`config.mk`:
```
export PLATFORM = sky130hd
export DESIGN_NAME = oac_operand_check
export DESIGN_NICKNAME = d
export VERILOG_FILES = /design/src/rtl/oac_pkg.sv /design/src/rtl/oac_addr_gen.sv /design/src/rtl/oac_fault_eval.sv /design/src/rtl/oac_operand_check.sv
export SDC_FILE = /design/constraint.sdc
export NUM_CORES = 1
export LEC_CHECK = 0
export BUFFER_PORTS_ARGS = -buffer_cell sky130_fd_sc_hd__clkbuf_2
export CORE_MARGIN = 2
export CORE_UTILIZATION = 57
export DETAILED_ROUTE_END_ITERATION = 16
export PLACE_DENSITY_LB_ADDON = 0.25
export SLEW_MARGIN = 20
export SYNTH_ARGS = -nofsm -noshare
export SYNTH_HDL_FRONTEND = slang
export SYNTH_HIERARCHICAL = 1
export SYNTH_SLANG_ARGS = --single-unit
```
`constraint.sdc`:
```
create_clock -name clk -period 1.9 [get_ports clk]
set_input_delay 0.475 -clock clk [delete_from_list [all_inputs] [get_ports clk]]
set_output_delay 0.475 -clock clk [all_outputs]
set_load 0.01 [all_outputs]
```
`src/rtl/oac_pkg.sv`:
```
package oac_pkg;
  localparam int OAC_AW = 24;
  localparam int OAC_DW = 12;
  localparam int OAC_RW = 4;
  localparam int OAC_LW = 8;
  localparam int OAC_KW = 4;

  typedef enum logic [1:0] {
    FK_NONE = 2'd0,
    FK_ADDR = 2'd1,
    FK_SPEC = 2'd2,
    FK_PROT = 2'd3
  } fault_kind_e;

  typedef enum logic [1:0] {
    ACT_GO        = 2'd0,
    ACT_SUPPRESS  = 2'd1,
    ACT_TERMINATE = 2'd2
  } fault_act_e;
endpackage

```
`src/rtl/oac_addr_gen.sv`:
```
module oac_addr_gen #(
  parameter int AW = oac_pkg::OAC_AW,
  parameter int DW = oac_pkg::OAC_DW,
  parameter int RW = oac_pkg::OAC_RW,
  parameter int LW = oac_pkg::OAC_LW
) (
  input  logic [RW-1:0] base_fld,
  input  logic [RW-1:0] idx_fld,
  input  logic [AW-1:0] base_val,
  input  logic [AW-1:0] idx_val,
  input  logic [DW-1:0] disp,
  input  logic [LW-1:0] len_m1,
  output logic [AW-1:0] ea,
  output logic [AW:0]   last_addr
);
  // A register field of zero selects nothing.
  function automatic logic [AW-1:0] reg_term(input logic [RW-1:0] fld,
                                             input logic [AW-1:0] val);
    return (fld == '0) ? '0 : val;
  endfunction

  // Three-way sum, wrapped to the address width.
  function automatic logic [AW-1:0] wrap_sum(input logic [AW-1:0] a,
                                             input logic [AW-1:0] b,
                                             input logic [DW-1:0] d);
    logic [AW-1:0] dz;
    dz = {{(AW-DW){1'b0}}, d};
    return a + b + dz;
  endfunction

  // Address of the last operand byte, kept one bit wider so it is never wrapped.
  function automatic logic [AW:0] tail_addr(input logic [AW-1:0] a,
                                            input logic [LW-1:0] l);
    return {1'b0, a} + {{(AW+1-LW){1'b0}}, l};
  endfunction

  logic [AW-1:0] base_term;
  logic [AW-1:0] idx_term;

  assign base_term = reg_term(base_fld, base_val);
  assign idx_term  = reg_term(idx_fld, idx_val);
  assign ea        = wrap_sum(base_term, idx_term, disp);
  assign last_addr = tail_addr(ea, len_m1);
endmodule

```
`src/rtl/oac_fault_eval.sv`:
```
module oac_fault_eval
  import oac_pkg::*;
#(
  parameter int AW = OAC_AW,
  parameter int RW = OAC_RW,
  parameter int KW = OAC_KW
) (
  input  logic [AW-1:0] ea,
  input  logic [AW:0]   last_addr,
  input  logic [AW:0]   mem_size,
  input  logic          fw_load,
  input  logic          pair_op,
  input  logic [RW-1:0] pair_reg,
  input  logic          var_mm,
  input  logic          prot_en,
  input  logic [KW-1:0] stor_key,
  input  logic [KW-1:0] prog_key,
  output logic          addr_fault,
  output logic          spec_fault,
  output logic          prot_fault,
  output fault_kind_e   kind,
  output fault_act_e    action
);
  logic misalign;
  logic odd_pair;

  assign addr_fault = (last_addr >= mem_size);
  assign misalign   = fw_load & (ea[1:0] != 2'b00);
  assign odd_pair   = pair_op & pair_reg[0];
  assign spec_fault = misalign | odd_pair;
  assign prot_fault = prot_en & (stor_key != prog_key);

  // The fixed priority picks one fault; each type maps to its own action.
  always_comb begin
    kind   = FK_NONE;
    action = ACT_GO;
    if (addr_fault) begin
      kind   = FK_ADDR;
      action = ACT_TERMINATE;
    end else if (spec_fault) begin
      kind   = FK_SPEC;
      action = ACT_SUPPRESS;
    end else if (prot_fault) begin
      kind   = FK_PROT;
      action = var_mm ? ACT_TERMINATE : ACT_SUPPRESS;
    end
  end
endmodule

```
`src/rtl/oac_operand_check.sv`:
```
module oac_operand_check
  import oac_pkg::*;
#(
  parameter int AW = OAC_AW,
  parameter int DW = OAC_DW,
  parameter int RW = OAC_RW,
  parameter int LW = OAC_LW,
  parameter int KW = OAC_KW
) (
  input  logic          clk,
  input  logic          rst_n,
  input  logic          req_valid,
  input  logic [RW-1:0] base_fld,
  input  logic [RW-1:0] idx_fld,
  input  logic [AW-1:0] base_val,
  input  logic [AW-1:0] idx_val,
  input  logic [DW-1:0] disp,
  input  logic [LW-1:0] len_m1,
  input  logic [AW:0]   mem_size,
  input  logic          fw_load,
  input  logic          pair_op,
  input  logic [RW-1:0] pair_reg,
  input  logic          var_mm,
  input  logic          prot_en,
  input  logic [KW-1:0] stor_key,
  input  logic [KW-1:0] prog_key,
  output logic          rsp_valid,
  output logic [AW-1:0] rsp_ea,
  output logic          rsp_err,
  output logic [1:0]    rsp_kind,
  output logic [1:0]    rsp_action
);
  logic [AW-1:0] ea_c;
  logic [AW:0]   last_c;
  logic          addr_fault;
  logic          spec_fault;
  logic          prot_fault;
  fault_kind_e   kind_c;
  fault_act_e    act_c;

  oac_addr_gen #(.AW(AW), .DW(DW), .RW(RW), .LW(LW)) u_agen (
    .base_fld (base_fld),
    .idx_fld  (idx_fld),
    .base_val (base_val),
    .idx_val  (idx_val),
    .disp     (disp),
    .len_m1   (len_m1),
    .ea       (ea_c),
    .last_addr(last_c)
  );

  oac_fault_eval #(.AW(AW), .RW(RW), .KW(KW)) u_feval (
    .ea        (ea_c),
    .last_addr (last_c),
    .mem_size  (mem_size),
    .fw_load   (fw_load),
    .pair_op   (pair_op),
    .pair_reg  (pair_reg),
    .var_mm    (var_mm),
    .prot_en   (prot_en),
    .stor_key  (stor_key),
    .prog_key  (prog_key),
    .addr_fault(addr_fault),
    .spec_fault(spec_fault),
    .prot_fault(prot_fault),
    .kind      (kind_c),
    .action    (act_c)
  );

  always_ff @(posedge clk or negedge rst_n) begin
    if (!rst_n) begin
      rsp_valid  <= 1'b0;
      rsp_ea     <= '0;
      rsp_err    <= 1'b0;
      rsp_kind   <= 2'd0;
      rsp_action <= 2'd0;
    end else begin
      rsp_valid <= req_valid;
      if (req_valid) begin
        rsp_ea     <= ea_c;
        rsp_err    <= (kind_c != FK_NONE);
        rsp_kind   <= kind_c;
        rsp_action <= act_c;
      end
    end
  end
endmodule

```
# Yosys cells after proc, flatten, opt, wreduce, memory -nomap -nowiden
# Cells that the tools add are included.
totals:
  output_inout_bits: 30
  inputBits: 120
  word_cells: 27
  regBits: 30
classes:
  reduce_logical: 4
  bitwise: 4
  add_sub_neg: 3
  mux: 9
  n_eq_ne: 1
  magnitude_cmp: 1
op_table:
  columns: ["cell", "n"]
  rows:
  - ["$mux W24", 2]
  - ["$add A24 B8 Y25", 1]
  - ["$ge A25 B25 Y1", 1]
  - ["$add A24 B12 Y24", 1]
  - ["$add A24 B24 Y24", 1]
  - ["$mux W2", 7]
  - ["$logic_not A4 Y1", 2]
  - ["$ne A4 B4 Y1", 1]
  - ["$reduce_bool A2 Y1", 2]
  - ["$and A1 B1 Y1", 3]
  - ["$or A1 B1 Y1", 1]

# Depth between registers and ports, before layout
# Gate-level depths: netlist (run 1).
logic_depth:
  ltp_word: 10
  depth_mapped: 26

# Cells and area by module
# The synthesis (run 1) kept the hierarchy.
by_module_without_submodules:
  columns: ["module", "seq_area_each_um2", "area_per_inst_um2", "n_inst", "cells_each"]
  rows:
  - ["oac_addr_gen", 0.0, 2711.4, 1, 360]
  - ["oac_operand_check", 750.7, 1217.4, 1, 64]
  - ["oac_fault_eval", 0.0, 774.5, 1, 111]

# Worst setup path before layout (run 1)
# OpenSTA, ideal clock, no wires.
synth_path:
  path_type: "in2reg"
  from: "input idx_fld[1]"
  to: "register rsp_kind[1]"
  stages: 22
  setup_slack_ns: -4.050
  setup_ns: 0.125
  arrival_time_ns: 5.825
  cell_sequence: "or4_1 > clkbuf_1 > and2_1 > fa_1 > ha_1 > fa_1 > a21o_1 > a221o_2 > xor2_1 > ha_1 > a31oi_1 > nor4_4 > nand4_4 > nor4_2 > xnor2_1 > ha_1 > nand4_1 > nor4_1 > a22oi_1 > and2_1 > o211a_1 > mux2_4"
synth_via:
  word_cells_on_any_way: 11
  classes_between: "add/sub (3); order compare (1); mux (3); bitwise (2); reduce/logical (2)"
synth_rtl:
  columns: ["item", "line_no", "source"]
  rows:
  - ["from (decl)", "oac_operand_check.sv:14", "input logic [RW-1:0] idx_fld,"]
  - ["$logic_not A4 Y1", "oac_addr_gen.sv:19", "return (fld == '0) ? '0 : val;"]
  - ["$mux W24", "oac_addr_gen.sv:19", null]
  - ["$add A24 B24 Y24", "oac_addr_gen.sv:28", "return a + b + dz;"]
  - ["$add A24 B12 Y24", "oac_addr_gen.sv:28", null]
  - ["named net ea_c[7]", "oac_operand_check.sv:33", "logic [AW-1:0] ea_c;"]
  - ["$add A24 B8 Y25", "oac_addr_gen.sv:34", "return {1'b0, a} + {{(AW+1-LW){1'b0}}, l};"]
  - ["named net last_c[23]", "oac_operand_check.sv:34", "logic [AW:0] last_c;"]
  - ["$ge A25 B25 Y1", "oac_fault_eval.sv:27", "assign addr_fault = (last_addr >= mem_size);"]
  - ["$mux W2", "oac_fault_eval.sv:37", "if (addr_fault) begin"]
  - ["named net kind_c[1]", "oac_operand_check.sv:38", "fault_kind_e kind_c;"]
  - ["to (signal assigned)", "oac_operand_check.sv:82", "rsp_kind <= kind_c;"]
  - ["to (decl)", "oac_operand_check.sv:30", "output logic [1:0] rsp_kind,"]
# The timed path passes the listed nets, and every way through them passes these cells.
# A chain may end at the register's enable or synchronous reset.

# Worst setup path after layout (run 1)
layout_path:
  from: "input idx_fld[1]"
  to: "register rsp_action[0]"
layout_via:
  word_cells_on_any_way: 11
  classes_between: "add/sub (3); order compare (1); mux (3); bitwise (2); reduce/logical (2)"
layout_rtl:
  columns: ["item", "line_no", "source"]
  rows:
  - ["$logic_not A4 Y1", "oac_addr_gen.sv:19", null]
  - ["$mux W24", "oac_addr_gen.sv:19", null]
  - ["$add A24 B24 Y24", "oac_addr_gen.sv:28", null]
  - ["$add A24 B12 Y24", "oac_addr_gen.sv:28", null]
  - ["named net ea_c[5]", "oac_operand_check.sv:33", null]
  - ["$add A24 B8 Y25", "oac_addr_gen.sv:34", null]
  - ["named net last_c[17]", "oac_operand_check.sv:34", null]
  - ["$ge A25 B25 Y1", "oac_fault_eval.sv:27", null]
  - ["$mux W2", "oac_fault_eval.sv:37", null]
  - ["named net act_c[0]", "oac_operand_check.sv:39", "fault_act_e act_c;"]
  - ["to (signal assigned)", "oac_operand_check.sv:83", "rsp_action <= act_c;"]
  - ["to (decl)", "oac_operand_check.sv:31", "output logic [1:0] rsp_action"]
# The timed path passes the listed nets, and every way through them passes these cells.

==> results of run 1 <==
-- where the power goes --
part           internal (mW)  leakage (nW)  switching (mW)
Clock                  0.386        0.0579           0.302
Combinational           2.98          3.38            3.39
Sequential             0.886         0.349           0.207
-- metrics by stage --
stage               area (um2)  setup WS [ns]  utilization
floorplan                 4850          -3.82            -
global placement          6590          -3.84        0.814
detailed placement        6590          -4.16        0.814
CTS                       6920          -3.70        0.856
global route              7190          -4.67        0.888
finish                    7190          -4.36        0.889
-- cells in the final DEF (no fill, tap or decap), types with 15 or more instances in the layout --
cell type	count
xor2_1	15
mux2_4	28
nor2_1	25
and2_1	38
dfrtp_1	30
xnor2_1	16
inv_1	44
buf_4	141
ha_1	62
nand2_1	40
a21oi_1	27
clkbuf_2	146
-- sequential cells by signal, indices dropped and copies added, names as in the netlist --
signal and flops:
rsp_kind 2, rsp_valid 1, rsp_action 2, rsp_err 1
rsp_ea 24
-- layout make-up --
| cell class | count | area, um2 | area share |
|---|---|---|---|
| clock inverters | 3 | 40.0 | 0.00557 |
| diodes | 1 | 2.50 | 0.000348 |
| inverters | 46 | 173 | 0.0240 |
| clock buffers | 5 | 68.8 | 0.00957 |
| multi-input cells | 443 | 4120 | 0.573 |
| flip-flops and latches | 30 | 751 | 0.104 |
| repair buffers | 296 | 1900 | 0.265 |
| well taps | 105 | 131 | 0.0183 |
-- repair_timing --
item / 4_1_cts / 5_1_grt
gates resized for setup: 39 / 37
buffers inserted: 8 / 11
endpoints found under the setup margin: 29 / 29
hold endpoints to repair: 0 / 0
pin swaps: 13 / 17
-- final timing paths --
check / endpoint / slack, ns / cells after the start / startpoint
min in group clk: rsp_action[1] / 0.52 / 1 / rsp_action[1]
max reg2reg: rsp_ea[12] / 1.04 / 1 / rsp_ea[12]
max: rsp_action[0] / -4.36 / 25 / idx_fld[1]
min: rsp_kind[1] / 0.26 / 1 / rst_n
min reg2reg: rsp_action[1] / 0.52 / 1 / rsp_action[1]
max in group asynchronous: rsp_ea[20] / 1.11 / 1 / rst_n
-- per-layer routing --
layer	part of all wire	wire length, um
met5	0	0
met4	0.11	2330
met3	0.12	2530
met2	0.43	9180
met1	0.34	7170
==> summary.txt, run 1 <==
Outcome
  – Failing checks: setup timing
  – Status: finished, violations left

Global route
  – Pin count of the biggest net entering global routing: 32
  – Number of global-route vias before repair: between 5000 and 6000
  – Gr usage total: 0.381
  – Met1 usage: 0.404
  – Busiest grt layer: met2
  – Met2 usage: 0.677
  – Total grt overflow: 0
  – Initial antenna violation count: 0
  – Global-route wire length before repair: 26900 um
  – Met3 GRT Util: 0.0591

Floorplanning
  – Ports: 150
  – DIE HEIGHT: 94.8 um
  – Die area: about 9000 um2
  – Die width: 94.8 um
  – Site Rows: 33
  – Starting density of the core: 0.580
  – Core Area: between 8000 and 9000 um2

Cells and area
  – Final cell count without fillers: 929
  – Layout fillers: around 380
  – Share of layout cells above drive strength 1: 0.509
  – Area grow syn2layout: 53.2%
  – Layout Nets: 1022

Setup path
  – Crit Path Max Fanout: 4
  – CP required: approximately 2.1 ns
  – Cell family with most CP delay: simple AND/OR/NAND/NOR gates
  – Slowest CP cell: or4_4
  – Critical path arrival: ~6.4 ns
  – Worst setup SP type: primary input
  – Crit Path Class: primary input to register
  – Slowest stage delay, CP: around 0.57 ns
  – Buf/Inv on CP: 2
  – Crit. End Element: register

Power
  – Total power: 8.15 mW
  – PwrDens: 1130 nW/um2
  – LEAKAGE: around 3.8 nW
  – Peak VDD IR: 0.000546 V

STA
  – Slew Limit Headroom: 0.438
  – RSZ-0062 raised after global routing: true
  – Max-slew violations: 0
  – Setup-failing EPs final: 29
  – Final hold slack: ~0.26 ns
  – Worst slew pin tran: around 0.84 ns
  – Setup WS post-layout: -4.36 ns
  – Tcrit/Tclk final: 3.29
  – Clock Skew: 0 ns
  – Fmax: about 0.16 GHz
  – Tmin final: approximately 6.3 ns
  – Setup TNS: -61.59 ns
  – Hold Vio Cnt, Final: 0

Drt
  – First-pass DRT Iterations: 9
  – Final antenna-violating net count: 0
  – Drt initial violations: 630
  – Routed wire length: around 21000 um
  – Via count: around 6000
  – WL per Instance: 22.8 um
  – Vias per Instance: between 6 and 7
  – DRC Markers: 0

Synth
  – Post-synthesis cell count: ~530
  – YS warnings: 6
  – Cell area after synthesis: around 4700 um2
  – Syn nets: 734
  – Mean post-synth cell area: roughly 8.8 um2

Run
  – Total of max-cap violations: 0

Clock tree
  – CTS Root Buffer Type: clkbuf_8
  – Worst-path clk slew: about 0.090 ns
  – TritonCTS clock tree: yes
  – Maximum clock insertion buffer count: 2
  – Hold Buf Count CTS: 0
  – Number of H-tree levels: 2
  – Clock Latency Late Sink: about 0.30 ns
  – Clock sink count: 30
  – Num CTS Buffers: 5

Place
  – Post-DP HPWL: 11500 um
  – I/O Buffers: between 100 and 150
  – GPL Wtd Cong: 0.957
  – Placed cell count: approximately 900

Hold path
  – Worst Hold Class: primary input to async pin
No activity file was read; power rests on OpenSTA's default activity.
==> run 2, diff against run 1 <==
--- a/config.mk
+++ b/config.mk
@@ -7,7 +7,7 @@
 export LEC_CHECK = 0
 export BUFFER_PORTS_ARGS = -buffer_cell sky130_fd_sc_hd__clkbuf_2
 export CORE_MARGIN = 2
-export CORE_UTILIZATION = 57
+export CORE_UTILIZATION = 45
 export DETAILED_ROUTE_END_ITERATION = 16
 export PLACE_DENSITY_LB_ADDON = 0.25
 export SLEW_MARGIN = 20
@@ -15,3 +15,4 @@
 export SYNTH_HDL_FRONTEND = slang
 export SYNTH_HIERARCHICAL = 1
 export SYNTH_SLANG_ARGS = --single-unit
+export TNS_END_PERCENT = 50
==> summary.txt, run 2 (synthesized netlist as in run 1, its figures left out) <==
Floorplanning
  – Ports: 150 (unchanged)
  – Starting density of the core: 0.459 (-0.121)
  – Core Area: 10200 um2 (+26%)
  – Die width: 106 um (+12%)
  – Site Rows: 37 (+12%)
  – Die area: 11300 um2 (+25%)
  – DIE HEIGHT: 106 um (+12%)

Hold path
  – Worst Hold Class: primary input to async pin

Place
  – I/O Buffers: 146 (unchanged)
  – GPL Wtd Cong: 0.866 (-9.6%)
  – Post-DP HPWL: 11000 um (-5.0%)
  – Placed cell count: 920 (+2.0%)
  – Dpl cell area: 6480 um2 (-1.7%)

Setup path
  – Slowest CP cell: or4_4
  – Critical path arrival: 5.92 ns (-0.52 ns)
  – CP required: 2.06 ns (-0.02 ns)
  – Buf/Inv on CP: 3 (+1)
  – Worst setup SP type: primary input
  – Cell family with most CP delay: simple AND/OR/NAND/NOR gates
  – Crit Path Max Fanout: 5 (+1)
  – Slowest stage delay, CP: 0.57 ns (about the same)
  – Crit. Startpoint: idx_fld[1]
  – Crit Path Class: primary input to register
  – Crit-path cells: buf_6 > or4_4 > and2_4 > fa_1 > ha_2 > fa_2 > a21o_1 > a221o_2 > xor2_4 > ha_4 > buf_4 > a31oi_2 > nor4_4 > nand4_4 > nor3_1 > xnor2_1 > ha_1 > nand4_1 > buf_4 > nor2_1 > a22oi_2 > and2_4 > o211a_1 > mux2_4
  – Worst R2R Start: rsp_ea[12]
  – Crit. End Element: register

STA
  – Slew Limit Headroom: 0.470 (+0.0314)
  – Tmin final: 5.76 ns (-0.497 ns)
  – RSZ-0062 raised after global routing: true
  – Setup-failing EPs final: 29 (unchanged)
  – Final hold slack: 0.269 ns (+0.0131 ns)
  – Fmax: 0.174 GHz (+8.6%)
  – Clock Skew: 0 ns (unchanged)
  – Max-slew violations: 0 (unchanged)
  – Hold Vio Cnt, Final: 0 (unchanged)
  – Setup WS post-layout: -3.86 ns (+0.497 ns)
  – Tcrit/Tclk final: 3.03 (-0.262)
  – Worst slew pin tran: 0.795 ns (-0.0472 ns)

Drt
  – Via count: 4784 (-22%)
  – Drt initial violations: 158 (-75%)
  – Routed wire length: 13200 um (-38%)
  – Routed wl met2: 6720 um (-27%)
  – DRC Markers: 0 (unchanged)
  – Final antenna-violating net count: 0 (unchanged)
  – WL met1: 5810 um (-19%)
  – WL per Instance: 14.1 um (-38%)
  – Met3 WL: 484 um (-81%)
  – First-pass DRT Iterations: 4 (-5)
  – Highest Signal Layer: met4
  – Vias per Instance: 5.10 (-23%)

Cells and area
  – Top Registers: rsp_ea x24, rsp_action x2, rsp_kind x2
  – Share of layout cells above drive strength 1: 0.478 (-0.0316)
  – Layout Nets: 1003 (-1.9%)
  – Layout fillers: 876 (+130%)
  – Area grow syn2layout: 48.3%
  – Ant. Diodes: 0 (-1)
  – Register area: 751 um2 (unchanged)
  – Number of flip-flops in the largest register: 24 (unchanged)
  – Final cell count without fillers: 938 (+0.97%)
  – Multi-input gate area in the final layout: 4020 um2 (-2.5%)
  – Most frequent cells in the layout: clkbuf_2 (145), buf_4 (124), ha_1 (62)
  – Biggest register: rsp_ea
  – Commonest non-fill, non-tap cell in the layout: clkbuf_2
  – Final instance area: 6960 um2 (-3.2%)

Clock tree
  – Num CTS Buffers: 5 (unchanged)
  – Worst-path clk slew: 0.07 ns (-0.02 ns)
  – TritonCTS clock tree: yes
  – Hold Buf Count CTS: 0 (unchanged)
  – Clock sink count: 30 (unchanged)
  – Number of H-tree levels: 2 (unchanged)
  – CTS Root Buffer Type: clkbuf_8
  – Maximum clock insertion buffer count: 2 (unchanged)
  – Clock Latency Late Sink: 0.27 ns (-0.03 ns)

Run
  – Total of max-cap violations: 0 (unchanged)

Global route
  – Global-route wire length before repair: 21300 um (-21%)
  – Pin count of the biggest net entering global routing: 32 (unchanged)
  – Total grt overflow: 0 (unchanged)
  – Gr usage total: 0.228 (-0.154)
  – Initial antenna violation count: 0 (unchanged)
  – Number of global-route vias before repair: 4809 (-18%)

Power
  – Peak VDD IR: 0.000454 V (-17%)
  – PwrDens: 976 nW/um2 (-14%)
  – LEAKAGE: 3.65 nW (-3.6%)
  – Total power: 6.80 mW (-17%)

Outcome
  – Status: finished, violations left
  – Failing checks: setup timing
-- run 2: changes by cell type in the layout (fill, tap and decap cells not counted), moves of 2 or more --
cell	delta
nor3_4	-3
nor2_2	-4
o21ai_0	+5
buf_4	-17
xnor2_1	+3
nor3_1	+2
nor2_1	+4
a21oi_1	+2
clkinv_2	-2
a21oi_4	-2
o21ai_1	-5
xnor2_2	-3
-- run 2: path summary, 6_finish.rpt --
path	end	slack (ns)	cells past startpoint
max in group asynchronous	rsp_ea[1]	1.12	1
min in group clk	rsp_ea[21]	0.51	1
min reg2reg	rsp_ea[21]	0.51	1
max reg2reg	rsp_ea[12]	1.11	1
max	rsp_kind[1]	-3.86	24
min	rsp_ea[17]	0.27	1
-- run 2: power breakdown --
| group | total, mW | internal (mW) | switching [mW] |
|---|---|---|---|
| Combinational | 5.25 | 2.72 | 2.53 |
| Clock | 0.508 | 0.279 | 0.229 |
| Sequential | 1.04 | 0.887 | 0.156 |
| Total | 6.80 | 3.89 | 2.91 |
-- run 2: stage by stage --
step / TNS [ns] / worst slack, ns / utilization
finish: -55.43 / -3.86 / 0.680
global route: -58.74 / -4.09 / 0.680
CTS: -54.03 / -3.73 / 0.655
detailed placement: -64.02 / -4.09 / 0.633
global placement: -61.80 / -3.88 / 0.633
floorplan: -55.05 / -3.82 / -
-- run 2: routing by layer --
metal  vias to the layer above  track usage
met3                        21       0.0202
met1                      2200        0.282
li1                       2430            -
met4                         0       0.0545
met2                       133        0.424
met5                         -            0
-- run 2: timing repair --
item,4_1_cts,5_1_grt
setup endpoints to repair,29,29
setup buffers,3,10
gates cloned,0,0
pin swaps,12,10
gates resized for setup,27,36
-- run 2: layout make-up --
type / count / share of cell area
tap: 136 / 0.0244
sequential: 30 / 0.108
timing repair buffer: 277 / 0.253
inverter: 46 / 0.0248
multi-input combinational: 443 / 0.578
clock buffer: 6 / 0.0119
==> run 3, diff against run 2 <==
--- a/config.mk
+++ b/config.mk
@@ -5,6 +5,7 @@
 export SDC_FILE = /design/constraint.sdc
 export NUM_CORES = 1
 export LEC_CHECK = 0
+export ABC_AREA = 0
 export BUFFER_PORTS_ARGS = -buffer_cell sky130_fd_sc_hd__clkbuf_2
 export CORE_MARGIN = 2
 export CORE_UTILIZATION = 45
==> constraint.sdc (replaced) <==
create_clock -name clk -period 1.9 [get_ports clk]
set_input_delay 0.38 -clock clk [delete_from_list [all_inputs] [get_ports clk]]
set_output_delay 0.38 -clock clk [all_outputs]
set_load 0.01 [all_outputs]
==> summary.txt, run 3 (synthesized netlist as in run 1, its figures left out) <==
Run
  – Total of max-cap violations: 0 (unchanged)

Drt
  – Vias per Instance: 5.10 (unchanged)
  – Routed wl met2: 6490 um (-3.4%)
  – First-pass DRT Iterations: 4 (unchanged)
  – Routed wire length: 12900 um (-2.5%)
  – Met3 WL: 446 um (-7.9%)
  – DRC Markers: 0 (unchanged)
  – Via count: 4784 (unchanged)
  – Final antenna-violating net count: 0 (unchanged)
  – WL per Instance: 13.8 um (-2.5%)
  – Highest Signal Layer: met4
  – WL met1: 5660 um (-2.6%)
  – Drt initial violations: 130 (-18%)

Cells and area
  – Number of flip-flops in the largest register: 24 (unchanged)
  – Layout Nets: 1003 (unchanged)
  – Biggest register: rsp_ea
  – Area grow syn2layout: 48.7%
  – Ant. Diodes: 0 (unchanged)
  – Commonest non-fill, non-tap cell in the layout: clkbuf_2
  – Share of layout cells above drive strength 1: 0.485 (+0.00748)
  – Top Registers: rsp_ea x24, rsp_action x2, rsp_kind x2
  – Final cell count without fillers: 938 (unchanged)
  – Most frequent cells in the layout: clkbuf_2 (145), buf_4 (121), ha_1 (61)
  – Core Util, Final: 0.682 (+0.00184)

STA
  – Clock Skew: 0 ns (unchanged)
  – Hold Vio Cnt, Final: 0 (unchanged)
  – Tmin final: 5.53 ns (-0.227 ns)
  – Tcrit/Tclk final: 2.91 (-0.119)
  – Max-slew violations: 0 (unchanged)
  – Slew Limit Headroom: 0.491 (+0.0208)
  – Worst slew pin tran: 0.764 ns (-0.0313 ns)
  – Fmax: 0.181 GHz (+4.1%)
  – Setup WS post-layout: -3.63 ns (+0.227 ns)
  – Setup-failing EPs final: 29 (unchanged)
  – RSZ-0062 raised after global routing: true

Clock tree
  – Num CTS Buffers: 5 (unchanged)
  – Number of H-tree levels: 2 (unchanged)
  – Clock Latency Late Sink: 0.27 ns (about the same)
  – Clock sink count: 30 (unchanged)
  – TritonCTS clock tree: yes
  – Worst-path clk slew: 0.06 ns (about the same)
  – CTS Root Buffer Type: clkbuf_8
  – Maximum clock insertion buffer count: 2 (unchanged)

Power
  – LEAKAGE: 3.64 nW (-0.27%)
  – Int Power: 3.95 mW (+1.7%)
  – Combinational power share: 0.775 (+0.003)
  – Switching Share: 0.423 (-0.00493)
  – Peak VDD IR: 0.000452 V (-0.47%)
  – NetSw: 2.90 mW (-0.32%)
  – Clock share of power: 0.073 (-0.002)
  – PwrDens: 982 nW/um2 (+0.57%)
  – Sequential share of power: 0.153 (about the same)

Floorplanning
  – Die width: 106 um (unchanged)
  – Starting density of the core: 0.459 (unchanged)
  – Site Rows: 37 (unchanged)
  – DIE HEIGHT: 106 um (unchanged)
  – Ports: 150 (unchanged)
  – Core Area: 10200 um2 (unchanged)
  – Die area: 11300 um2 (unchanged)

Setup path
  – Worst setup SP type: primary input
  – Crit Path Class: primary input to register
  – Critical path arrival: 5.69 ns (-0.23 ns)
  – CP required: 2.05 ns (about the same)
  – Crit Path Max Fanout: 5 (unchanged)
  – Crit. End Element: register

Global route
  – Total grt overflow: 0 (unchanged)
  – Gr usage total: 0.229 (+0.00156)
  – Number of global-route vias before repair: 4892 (+1.7%)
  – Global-route wire length before repair: 21500 um (+0.78%)
  – Initial antenna violation count: 0 (unchanged)
  – Pin count of the biggest net entering global routing: 32 (unchanged)

Outcome
  – Status: finished, violations left
  – Failing checks: setup timing

Place
  – Post-DP HPWL: 11000 um (+0.22%)
  – Placed cell count: 920 (unchanged)
  – GPL Wtd Cong: 0.866 (unchanged)
  – I/O Buffers: 146 (unchanged)

Hold path
  – Worst Hold Class: primary input to async pin
-- run 3: final timing paths --
kind,from,to,slack [ns],depth (start not counted)
min reg2reg,rsp_ea[20],rsp_ea[20],0.51,1
max reg2reg,rsp_ea[23],rsp_ea[23],1.08,1
max,idx_fld[1],rsp_kind[1],-3.63,24
min,rst_n,rsp_ea[14],0.17,1
max in group asynchronous,rst_n,rsp_ea[1],1.24,1
min in group clk,req_valid,rsp_valid,0.48,2
-- run 3: critical path, stage by stage --
cell and delay (ns):
buf_6 0.09, or4_4 0.57, and2_4 0.17, fa_1 0.47, ha_2 0.22, fa_2 0.34, a21o_1 0.21, a221o_2 0.43
xor2_4 0.19, ha_4 0.30, nor2_2 0.03, nor2_1 0.09, o41a_1 0.17, nand4_1 0.10, buf_6 0.16, buf_4 0.13
nor3_2 0.12, xor2_1 0.09, ha_1 0.32, nand4_1 0.18, nor4_2 0.24, nand2_1 0.16, o211a_1 0.27, mux2_4 0.26
-- run 3: routing by layer --
metal	global-route usage	vias up
met1	0.286	2201
li1	-	2425
met3	0.0147	23
met2	0.419	135
met4	0.0761	0
met5	0	-
-- run 3: layout make-up --
| type | instances | area, um2 |
|---|---|---|
| Multi-Input combinational cell | 443 | 4040 |
| Fill cell | 846 | 3250 |
| Timing Repair Buffer | 277 | 1770 |
| Sequential cell | 30 | 751 |
| Inverter | 46 | 173 |
| Tap cell | 136 | 170 |
| Clock buffer | 6 | 82.6 |
-- run 3: power by group through the flow --
stage	Clock, mW	Sequential, mW	Combinational, mW
floorplan	0	1.14	2.79
finish	0.497	1.05	5.31
detailed placement	0	1.06	4.83
global placement	0	1.05	4.66
global route	0.535	1.07	5.83
CTS	0.509	1.05	5.17
-- run 3: repair_timing --
item                       in CTS  in global routing
pin swaps                      21                 17
setup endpoints to repair      29                 29
cloned                          0                  0
buffers inserted               13                  1
hold buffers                    0                  0
gates resized for setup        46                 23
-- run 3: stage by stage --
step	hold WS [ns]	setup TNS [ns]	instance area [um2]	worst slack, ns	total power [mW]
after floorplan	0.0844	-52.29	4780	-3.72	3.93
after global placement	0.475	-59.05	6480	-3.78	5.70
after detailed placement	0.496	-61.47	6480	-4.03	5.89
after CTS	0.202	-51.29	6860	-3.52	6.73
after global routing	0.235	-55.36	6980	-3.87	7.44
final	0.172	-51.89	6980	-3.63	6.85
